$ cat config.mk
export PLATFORM = sky130hd
export DESIGN_NAME = rx_hdr_steer
export DESIGN_NICKNAME = d
export VERILOG_FILES = /design/src/rtl/rxs_pkg.sv /design/src/rtl/rxs_line_pack.sv /design/src/rtl/rxs_out_slot.sv /design/src/rtl/rx_hdr_steer.sv
export SDC_FILE = /design/constraint.sdc
export NUM_CORES = 2
export LEC_CHECK = 0
export ABC_AREA = 1
export BUFFER_PORTS_ARGS = -buffer_cell sky130_fd_sc_hd__buf_2
export CAP_MARGIN = 25
export CORE_AREA = 2 2 490 492
export CTS_BUF_LIST = sky130_fd_sc_hd__clkbuf_8 sky130_fd_sc_hd__clkbuf_16
export CTS_CLUSTER_DIAMETER = 150
export CTS_CLUSTER_SIZE = 16
export DETAILED_ROUTE_END_ITERATION = 16
export DIE_AREA = 0 0 492 494
export PLACE_DENSITY = 0.47
export SKIP_LAST_GASP = 1
export SLEW_MARGIN = 40
export SYNTH_ARGS = -nofsm -noshare
export SYNTH_HDL_FRONTEND = slang
export SYNTH_SLANG_ARGS = --single-unit
$ cat constraint.sdc
create_clock -name clk -period 2.4 [get_ports clk]
set_input_delay 0.24 -clock clk [delete_from_list [all_inputs] [get_ports clk]]
set_output_delay 0.24 -clock clk [all_outputs]
set_load 0.02 [all_outputs]
$ cat src/rtl/rxs_pkg.sv
package rxs_pkg;

  typedef enum logic [1:0] {
    PLACE_SPLIT = 2'd0,
    PLACE_CACHE = 2'd1,
    PLACE_MEM   = 2'd2,
    PLACE_RSVD  = 2'd3
  } place_e;

  // Destination of one line transaction: 1 = cache port, 0 = memory port.
  function automatic logic steer_to_cache(input place_e mode, input logic first_blk);
    case (mode)
      PLACE_CACHE: steer_to_cache = 1'b1;
      PLACE_MEM:   steer_to_cache = 1'b0;
      default:     steer_to_cache = first_blk;
    endcase
  endfunction

endpackage

$ cat src/rtl/rxs_line_pack.sv
module rxs_line_pack #(
  parameter int ADDR_W = 32,
  parameter int LINE_B = 64,
  localparam int OFF_W  = $clog2(LINE_B),
  localparam int LINE_W = ADDR_W - OFF_W,
  localparam int DATA_W = LINE_B * 8
) (
  input  logic              clk,
  input  logic              rst_n,
  input  logic              take,
  input  logic              in_sop,
  input  logic              in_eop,
  input  logic [7:0]        in_data,
  input  logic [ADDR_W-1:0] in_addr,
  input  logic [1:0]        in_mode,
  output logic              close_evt,
  output logic [LINE_W-1:0] blk_line,
  output logic [DATA_W-1:0] blk_data,
  output logic [LINE_B-1:0] blk_be,
  output logic              blk_first,
  output logic              blk_last,
  output logic [1:0]        blk_mode
);

  logic [OFF_W-1:0]  off_q,  cur_off;
  logic [LINE_W-1:0] line_q, cur_line;
  logic [DATA_W-1:0] data_q, cur_data, nxt_data;
  logic [LINE_B-1:0] be_q,   cur_be,   nxt_be;
  logic              first_q, cur_first;
  logic [1:0]        mode_q,  cur_mode;
  logic              closing;

  localparam logic [OFF_W-1:0]  OFF_LAST = OFF_W'(LINE_B - 1);
  localparam logic [OFF_W-1:0]  OFF_ONE  = {{(OFF_W-1){1'b0}}, 1'b1};
  localparam logic [LINE_W-1:0] LINE_ONE = {{(LINE_W-1){1'b0}}, 1'b1};

  // A start beat restarts the line position from the buffer address.
  always_comb begin
    cur_off   = in_sop ? in_addr[OFF_W-1:0]      : off_q;
    cur_line  = in_sop ? in_addr[ADDR_W-1:OFF_W] : line_q;
    cur_data  = in_sop ? '0 : data_q;
    cur_be    = in_sop ? '0 : be_q;
    cur_first = in_sop ? 1'b1 : first_q;
    cur_mode  = in_sop ? in_mode : mode_q;
    nxt_data  = cur_data | ({{(DATA_W-8){1'b0}}, in_data} << {cur_off, 3'b000});
    nxt_be    = cur_be   | ({{(LINE_B-1){1'b0}}, 1'b1} << cur_off);
    closing   = (cur_off == OFF_LAST) || in_eop;
  end

  assign close_evt = take && closing;
  assign blk_line  = cur_line;
  assign blk_data  = nxt_data;
  assign blk_be    = nxt_be;
  assign blk_first = cur_first;
  assign blk_last  = in_eop;
  assign blk_mode  = cur_mode;

  always_ff @(posedge clk) begin
    if (!rst_n) begin
      off_q   <= '0;
      line_q  <= '0;
      data_q  <= '0;
      be_q    <= '0;
      first_q <= 1'b0;
      mode_q  <= '0;
    end else if (take) begin
      mode_q <= cur_mode;
      if (closing) begin
        off_q   <= '0;
        line_q  <= cur_line + LINE_ONE;
        data_q  <= '0;
        be_q    <= '0;
        first_q <= 1'b0;
      end else begin
        off_q   <= cur_off + OFF_ONE;
        line_q  <= cur_line;
        data_q  <= nxt_data;
        be_q    <= nxt_be;
        first_q <= cur_first;
      end
    end
  end

  // a block that closes before the end of the packet must be full up to its top lane.
  assert_close_full_R8: assert property (@(posedge clk) disable iff (!rst_n)
    (close_evt && !in_eop) |-> blk_be[LINE_B-1]);

endmodule

$ cat src/rtl/rxs_out_slot.sv
module rxs_out_slot
  import rxs_pkg::*;
#(
  parameter int ADDR_W = 32,
  parameter int LINE_B = 64,
  localparam int OFF_W  = $clog2(LINE_B),
  localparam int LINE_W = ADDR_W - OFF_W,
  localparam int DATA_W = LINE_B * 8
) (
  input  logic              clk,
  input  logic              rst_n,
  input  logic              load,
  input  logic [LINE_W-1:0] blk_line,
  input  logic [DATA_W-1:0] blk_data,
  input  logic [LINE_B-1:0] blk_be,
  input  logic              blk_first,
  input  logic              blk_last,
  input  logic [1:0]        blk_mode,
  output logic              slot_free,
  output logic              c_valid,
  input  logic              c_ready,
  output logic [ADDR_W-1:0] c_addr,
  output logic [DATA_W-1:0] c_data,
  output logic [LINE_B-1:0] c_be,
  output logic              m_valid,
  input  logic              m_ready,
  output logic [ADDR_W-1:0] m_addr,
  output logic [DATA_W-1:0] m_data,
  output logic [LINE_B-1:0] m_be,
  output logic              done
);

  logic              vld_q, to_cache_q, last_q, done_q;
  logic [LINE_W-1:0] line_q;
  logic [DATA_W-1:0] data_q;
  logic [LINE_B-1:0] be_q;
  logic              accept;

  assign c_valid   = vld_q && to_cache_q;
  assign m_valid   = vld_q && !to_cache_q;
  assign accept    = (c_valid && c_ready) || (m_valid && m_ready);
  assign slot_free = !vld_q || accept;

  assign c_addr = {line_q, {OFF_W{1'b0}}};
  assign m_addr = {line_q, {OFF_W{1'b0}}};
  assign c_data = data_q;
  assign m_data = data_q;
  assign c_be   = be_q;
  assign m_be   = be_q;
  assign done   = done_q;

  always_ff @(posedge clk) begin
    if (!rst_n) begin
      vld_q      <= 1'b0;
      to_cache_q <= 1'b0;
      last_q     <= 1'b0;
      line_q     <= '0;
      data_q     <= '0;
      be_q       <= '0;
      done_q     <= 1'b0;
    end else begin
      done_q <= accept && last_q;
      if (load) begin
        vld_q      <= 1'b1;
        to_cache_q <= steer_to_cache(place_e'(blk_mode), blk_first);
        last_q     <= blk_last;
        line_q     <= blk_line;
        data_q     <= blk_data;
        be_q       <= blk_be;
      end else if (accept) begin
        vld_q <= 1'b0;
      end
    end
  end

  // a stalled request keeps its contents.
  assert_hold_cache_R10: assert property (@(posedge clk) disable iff (!rst_n)
    (c_valid && !c_ready) |=> (c_valid && $stable(c_addr) && $stable(c_data) && $stable(c_be)));
  assert_hold_mem_R10: assert property (@(posedge clk) disable iff (!rst_n)
    (m_valid && !m_ready) |=> (m_valid && $stable(m_addr) && $stable(m_data) && $stable(m_be)));
  // every issued transaction writes at least one lane.
  assert_be_nonzero_R7: assert property (@(posedge clk) disable iff (!rst_n)
    (c_valid || m_valid) |-> ($countones(be_q) != 0));
  // done follows an accepted handshake.
  assert_done_after_accept_R11: assert property (@(posedge clk) disable iff (!rst_n)
    $rose(done) |-> $past(c_valid || m_valid));

endmodule

$ cat src/rtl/rx_hdr_steer.sv
module rx_hdr_steer #(
  parameter int ADDR_W = 32,
  parameter int LINE_B = 64,
  localparam int OFF_W  = $clog2(LINE_B),
  localparam int LINE_W = ADDR_W - OFF_W,
  localparam int DATA_W = LINE_B * 8
) (
  input  logic              clk,
  input  logic              rst_n,
  input  logic              in_valid,
  output logic              in_ready,
  input  logic              in_sop,
  input  logic              in_eop,
  input  logic [7:0]        in_data,
  input  logic [ADDR_W-1:0] in_addr,
  input  logic [1:0]        in_mode,
  output logic              c_valid,
  input  logic              c_ready,
  output logic [ADDR_W-1:0] c_addr,
  output logic [DATA_W-1:0] c_data,
  output logic [LINE_B-1:0] c_be,
  output logic              m_valid,
  input  logic              m_ready,
  output logic [ADDR_W-1:0] m_addr,
  output logic [DATA_W-1:0] m_data,
  output logic [LINE_B-1:0] m_be,
  output logic              done
);

  logic              take, close_evt, slot_free;
  logic [LINE_W-1:0] blk_line;
  logic [DATA_W-1:0] blk_data;
  logic [LINE_B-1:0] blk_be;
  logic              blk_first, blk_last;
  logic [1:0]        blk_mode;

  assign in_ready = slot_free;
  assign take     = in_valid && in_ready;

  rxs_line_pack #(.ADDR_W(ADDR_W), .LINE_B(LINE_B)) u_pack (
    .clk(clk), .rst_n(rst_n), .take(take),
    .in_sop(in_sop), .in_eop(in_eop), .in_data(in_data),
    .in_addr(in_addr), .in_mode(in_mode),
    .close_evt(close_evt), .blk_line(blk_line), .blk_data(blk_data),
    .blk_be(blk_be), .blk_first(blk_first), .blk_last(blk_last),
    .blk_mode(blk_mode)
  );

  rxs_out_slot #(.ADDR_W(ADDR_W), .LINE_B(LINE_B)) u_slot (
    .clk(clk), .rst_n(rst_n), .load(close_evt),
    .blk_line(blk_line), .blk_data(blk_data), .blk_be(blk_be),
    .blk_first(blk_first), .blk_last(blk_last), .blk_mode(blk_mode),
    .slot_free(slot_free),
    .c_valid(c_valid), .c_ready(c_ready), .c_addr(c_addr), .c_data(c_data), .c_be(c_be),
    .m_valid(m_valid), .m_ready(m_ready), .m_addr(m_addr), .m_data(m_data), .m_be(m_be),
    .done(done)
  );

  // a blocked request back-pressures the byte stream.
  assert_stall_input_R10: assert property (@(posedge clk) disable iff (!rst_n)
    ((c_valid && !c_ready) || (m_valid && !m_ready)) |-> !in_ready);
  // at most one port is requested at a time.
  assert_one_port_R2: assert property (@(posedge clk) disable iff (!rst_n)
    $onehot0({c_valid, m_valid}));

endmodule

Word-level counts from Yosys, hierarchy flattened:

Cells that the tools add are included.

* muxes and demuxes: 14
* add/subtract/negate cells: 2
* bitwise operators: 2
* shift-type cells: 2
* reduce and logical (&&, ||, !) cells: 13
* equality and inequality tests: 3

Operators by type and width (number)
* 2-to-1 mux 512 bit: 2
* bitwise OR 512 bit: 1
* left shift 8 x 9 -> 512 bit: 1
* 2-to-1 mux 64 bit: 2
* bitwise OR 64 bit: 1
* left shift 1 x 6 -> 64 bit, first input constant: 1
* 2-to-1 mux 26 bit: 2
* adder 26 x 1 -> 26 bit, second input constant: 1
* 2-to-1 mux 6 bit: 2
* logical AND 1 bit: 7
* adder 6 x 1 -> 6 bit, second input constant: 1
* equality test 6 bit, second input constant: 1
* 2-to-1 mux 1 bit: 4
* logical OR 1 bit: 3
* equality test 2 x 1 -> 1 bit, second input constant: 1
* equality test 2 bit, second input constant: 1
* logical NOT 1 bit: 2
* 2-to-1 mux 2 bit: 1
* one-hot mux 1 bit (2 select lines): 1
* nonzero test 2 bit: 1

* flip-flop bits (word level): 1217
* output and inout port bits: 1220
* word-level logic and storage cells: 49

Depth between registers and ports, before layout:

* depth in word-level cells: 8
* mapped depth: 15

By module:

Synthesis repeated with hierarchy kept, for this count alone.

* cells, all modules: 7942
* area total of the unflattened synthesis: 55293.0 um2

Modules (own cells, without submodules)
* rxs_line_pack: cells each 4689, instances 1, sequential area each 12231.7 um2, area an instance 29841.1 um2
* rxs_out_slot: cells each 3251, instances 1, sequential area each 12131.6 um2, area an instance 25444.4 um2
* rx_hdr_steer: cells each 2, instances 1, sequential area each 0.0 um2, area an instance 7.5 um2

Least setup slack after synthesis:

OpenSTA, ideal clock, no wires.

* path type: input port to flip-flop
* start point: input port in_sop
* end point: register u_pack.be_q[62]
* data required time: 2.268 ns
* slack: -0.004 ns
* stages: 12
* library setup time: 0.132 ns
* data arrival time: 2.272 ns
* cells stage by stage: buf_6 o21ai_4 clkbuf_1 ha_1 nand3_2 o21ai_1 buf_2 nor2_4 buf_2 buf_2 nand2_1 a21oi_1

* longest elaborated chain between the ends: 4

RTL lines
* start, declared: line rx_hdr_steer.sv:12 `input logic in_sop,`
* 2-to-1 mux 6 bit: line rxs_line_pack.sv:39 `cur_off = in_sop ? in_addr[OFF_W-1:0] : off_q;`
* equality test 6 bit / left shift 1 x 6 -> 64 bit (equally long branches): line rxs_line_pack.sv:47, rxs_line_pack.sv:46
* logical OR 1 bit / bitwise OR 64 bit (equally long branches): line rxs_line_pack.sv:47, rxs_line_pack.sv:46
* 2-to-1 mux 64 bit *: line rxs_line_pack.sv:68 `if (closing) begin`
* end signal, assigned: line rxs_line_pack.sv:78 `be_q <= nxt_be;`
* end, declared: line rxs_line_pack.sv:28 `logic [LINE_B-1:0] be_q, cur_be, nxt_be;`

Every way passes the cells marked *; elsewhere a longest branch is shown, timed or not.
A chain may end at the register's enable or synchronous reset.

Worst setup path in the final report:

* start point: register u_pack.off_q[1]
* end point: register u_slot.data_q[59], in the netlist u_slot.c_data[59]

* longest elaborated chain between the ends: 4

RTL lines
* start, declared: line rxs_line_pack.sv:25 `logic [OFF_W-1:0] off_q, cur_off;`
* start signal, assigned: line rxs_line_pack.sv:75 `off_q <= cur_off + OFF_ONE;`
* 2-to-1 mux 6 bit *: line rxs_line_pack.sv:39
* parallel branches: the longest is 3 deep, another holds left shift 8 x 9 -> 512 bit
* end signal, assigned: line rxs_out_slot.sv:68 `data_q <= blk_data;`
* end, declared: line rxs_out_slot.sv:35 `logic [DATA_W-1:0] data_q;`

Mark *: on every way between the ends.

==> results.yml <==
logic_synthesis:
  synthTopCellsByArea: "dfxtp_1, nand2_1, buf_4"
  synthArstFlopShare_pct: 0
  synth_compound_area_share_pct: 16.9
  yosysWarnings: 0
  syn_inst: 7958
  synth-edff-count: 0
  yosysTopAreaCellShare_pct: 43.9
  synth_top_family_by_area: "simple AND/OR/NAND/NOR gates"
  synth-seq-cells: 1217
  ys.flop_type: "dfxtp_1"
  yosys-top-cells-count: "nand2_1, dfxtp_1, nor2_1"
  synth_area_sq_um: 55500
  synth_top_area_cell: "dfxtp_1"
  synth_xor_area_share_pct: 0.0315
  ys_seq_area_share_pct: 43.9
  syn_avg_cell_area_sq_um: 6.98
  synth_adder_area_share_pct: 0.180
  synthMuxAreaShare_pct: 0.0180
  ys_types: 36
  synth.most_common_cell: "nand2_1"
  synth-simple-area-share_pct: 25.4
setup_path:
  cp.arrival_ps: 3050
  rrSetupSlack_ps: 40
  critPathCaptureType: "flop"
  crit_type: "reg2reg"
  reg2reg_depth: 14
  r2r-end: "u_slot.c_data[59]$_SDFFE_PN0P_"
  r2r-start: "u_pack.off_q[1]$_SDFFE_PN0P_"
  cp-start-kind: "flop"
  required_ps: 3080
  crit_path_max_fanout: 10
global_routing:
  grt_use_total_pct: 23.2
  overflow: 0
  grt_start_max_net_pins: 132
  grt_pass1_vias: 51600
  grt_pass1_wl_um: 404000
  antenna_found_initial: 19
hold_path:
  holdPathEnd: "u_pack.line_q[19]$_SDFFE_PN0P_"
  hp-start: "in_addr[25]"
  hold_class: "in2reg"
  min_path_cells: 7
detailed_routing:
  viasPerCell: 4.75
  first_pass_iters: 6
  ant_nets: 0
  first_iter_violations: 5391
  via_count: 56600
  wl_per_cell_um: 25.1
  routed_wirelength_um: 299000
  drc: 0
floorplan:
  fp-row-count: 179
  core_sq_um: 237000
  die_h_um: 494
  io_pins: 1269
  die_width_um: 492
  initial_utilization_pct: 23.4
  die_area_sq_um: 243000
outcome:
  status: "finished clean"
pwr:
  ir_drop_mv: 0.444
  p_leak_nw: 28.6
  power.density_nw_per_um2: 663
cells_and_area:
  seq_area_sq_um: 24400
  nNetsFinal: 8791
  area_growth_syn_to_layout_pct: 24.4
  final_util_pct: 29.1
  drive_above_1_share_pct: 24.2
  multi_input_area_sq_um: 24100
  fillCellCount: 25800
sta:
  rsz0062_at_grt: "true"
  holdWs_ps: 95.4
  relSlewSlack_pct: 41.9
  period_needed_ps: 2360
  report.final.slew_viol_count: 0
  max_freq_mhz: 423
  finalSetupViolCount: 0
  worstMarginPinSlew_ps: 871
  finalHoldViolations: 0
  period_share_pct: 98.4
  finClkSkew_ps: 30.5
place:
  port_buffers: 1256
  dp_hpwl_um: 221000
  routabilityCongestion: 0.934
clock_tree:
  clock-root-buffer: "clkbuf_16"
  clk_latency_ps: 760
  cts_tree: "done"
  clkSlewWorstSetupHoldPaths_ps: 80
  cts_sinks: 1217
  cts_buffers: 88
  htree_levels: 3
  cts_buffer_depth: 3
run:
  maxCapViolCount: 0
==> area by class of cell <==
cell class	count	area share [%]
sequential	1217	35.3
multi-input combinational	5445	34.9
timing repair buffer	1894	20.1
tap	3167	5.74
clock buffer	93	3.34
inverter	88	0.529
clock inverter	8	0.134
antenna	7	0.0254
==> timing repair <==
action                                 CTS  global route
buffers inserted                        14            20
pin swaps                                5           126
resized for setup                       34           175
setup endpoints to repair              531           453
endpoints found under the hold margin   45             0
cloned                                   2            22
hold buffers                            28             0
==> power breakdown <==
part | switching (mW) | internal [mW] | total [mW]
Sequential | 0.899 | 20.9 | 21.8
Combinational | 6.42 | 2.80 | 9.22
Clock | 7.90 | 6.83 | 14.7
==> layer usage <==
| layer | GRT usage (%) | vias to the layer above | part of all wire (%) |
|---|---|---|---|
| met5 | 0 | - | 0 |
| met2 | 36.4 | 2347 | 45 |
| met4 | 12.0 | 0 | 5.6 |
| met1 | 29.7 | 27200 | 42 |
| met3 | 5.08 | 390 | 7.4 |
| li1 | - | 26600 | - |
==> state kept, by name, indices dropped and copies added, names as in the netlist <==
name,cells
u_pack.be_q,64
u_pack.data_q,512
u_pack.first_q,1
u_pack.line_q,26
u_pack.mode_q,2
u_pack.off_q,6
u_slot.c_be,64
u_slot.c_data,512
u_slot.done,1
u_slot.last_q,1
u_slot.line_q,26
u_slot.to_cache_q,1
u_slot.vld_q,1
==> cells in the final DEF, fill, tap and decap left out, types with 79 or more instances in the layout <==
| master | netlist | layout |
|---|---|---|
| inv_1 | 79 | 79 |
| clkbuf_16 | 0 | 107 |
| o21ai_1 | 389 | 471 |
| buf_2 | 188 | 1255 |
| nand3_1 | 317 | 310 |
| o21ai_0 | 787 | 680 |
| buf_4 | 639 | 402 |
| nor2_1 | 1176 | 1141 |
| a21oi_1 | 635 | 635 |
| buf_12 | 0 | 162 |
| dfxtp_1 | 1217 | 1214 |
| nand2_1 | 2023 | 2013 |
==> logic make-up after synthesis <==
logic type      count (synthesis)
mux                             1
fa+ha+maj                       8
buf+inv                      1307
simple gates                 3573
other cells                     1
flops                        1217
xor+xnor                        2
compound gates               1849
==> stage by stage <==
stage	cells	power (mW)	setup TNS [ps]	setup WS [ps]	instance area, sq um
after floorplan	7969	27.1	0	104	55600
after global placement	11700	31.1	-131850	-437	65100
after detailed placement	11700	31.1	-135990	-466	65100
after CTS	11900	46.1	-7.80	-4.79	68100
after global routing	11900	47.5	-6960	-86.1	69000
final	11900	45.8	0	38.5	69000
==> worst max path at each step <==
| stage | start | cells past startpoint | slack (ps) | endpoint |
|---|---|---|---|---|
| after floorplan | in_sop | 12 | 100 | u_pack.be_q[62]$_SDFFE_PN0P_ |
| after global placement | in_sop | 14 | -440 | u_pack.data_q[269]$_SDFFE_PN0P_ |
| after detailed placement | in_sop | 14 | -470 | u_pack.data_q[269]$_SDFFE_PN0P_ |
| after CTS | u_pack.off_q[0]$_SDFFE_PN0P_ | 12 | -5 | u_pack.data_q[168]$_SDFFE_PN0P_ |
| after global routing | u_pack.off_q[1]$_SDFFE_PN0P_ | 15 | -90 | u_slot.c_data[300]$_SDFFE_PN0P_ |
| final | u_pack.off_q[1]$_SDFFE_PN0P_ | 14 | 40 | u_slot.c_data[59]$_SDFFE_PN0P_ |
==> worst max-delay path, stage by stage, from the launching register on <==
cell	delay (ps)
dfxtp_2	350
inv_2	50
o21ai_4	190
ha_4	170
nand3_4	80
buf_6	130
nor2_4	150
nor2_4	70
nor2_4	180
buf_12	180
buf_16	170
buf_4	160
clkbuf_16	170
o21ai_0	80
nor2_1	130
(Power assumes the default switching activity.)
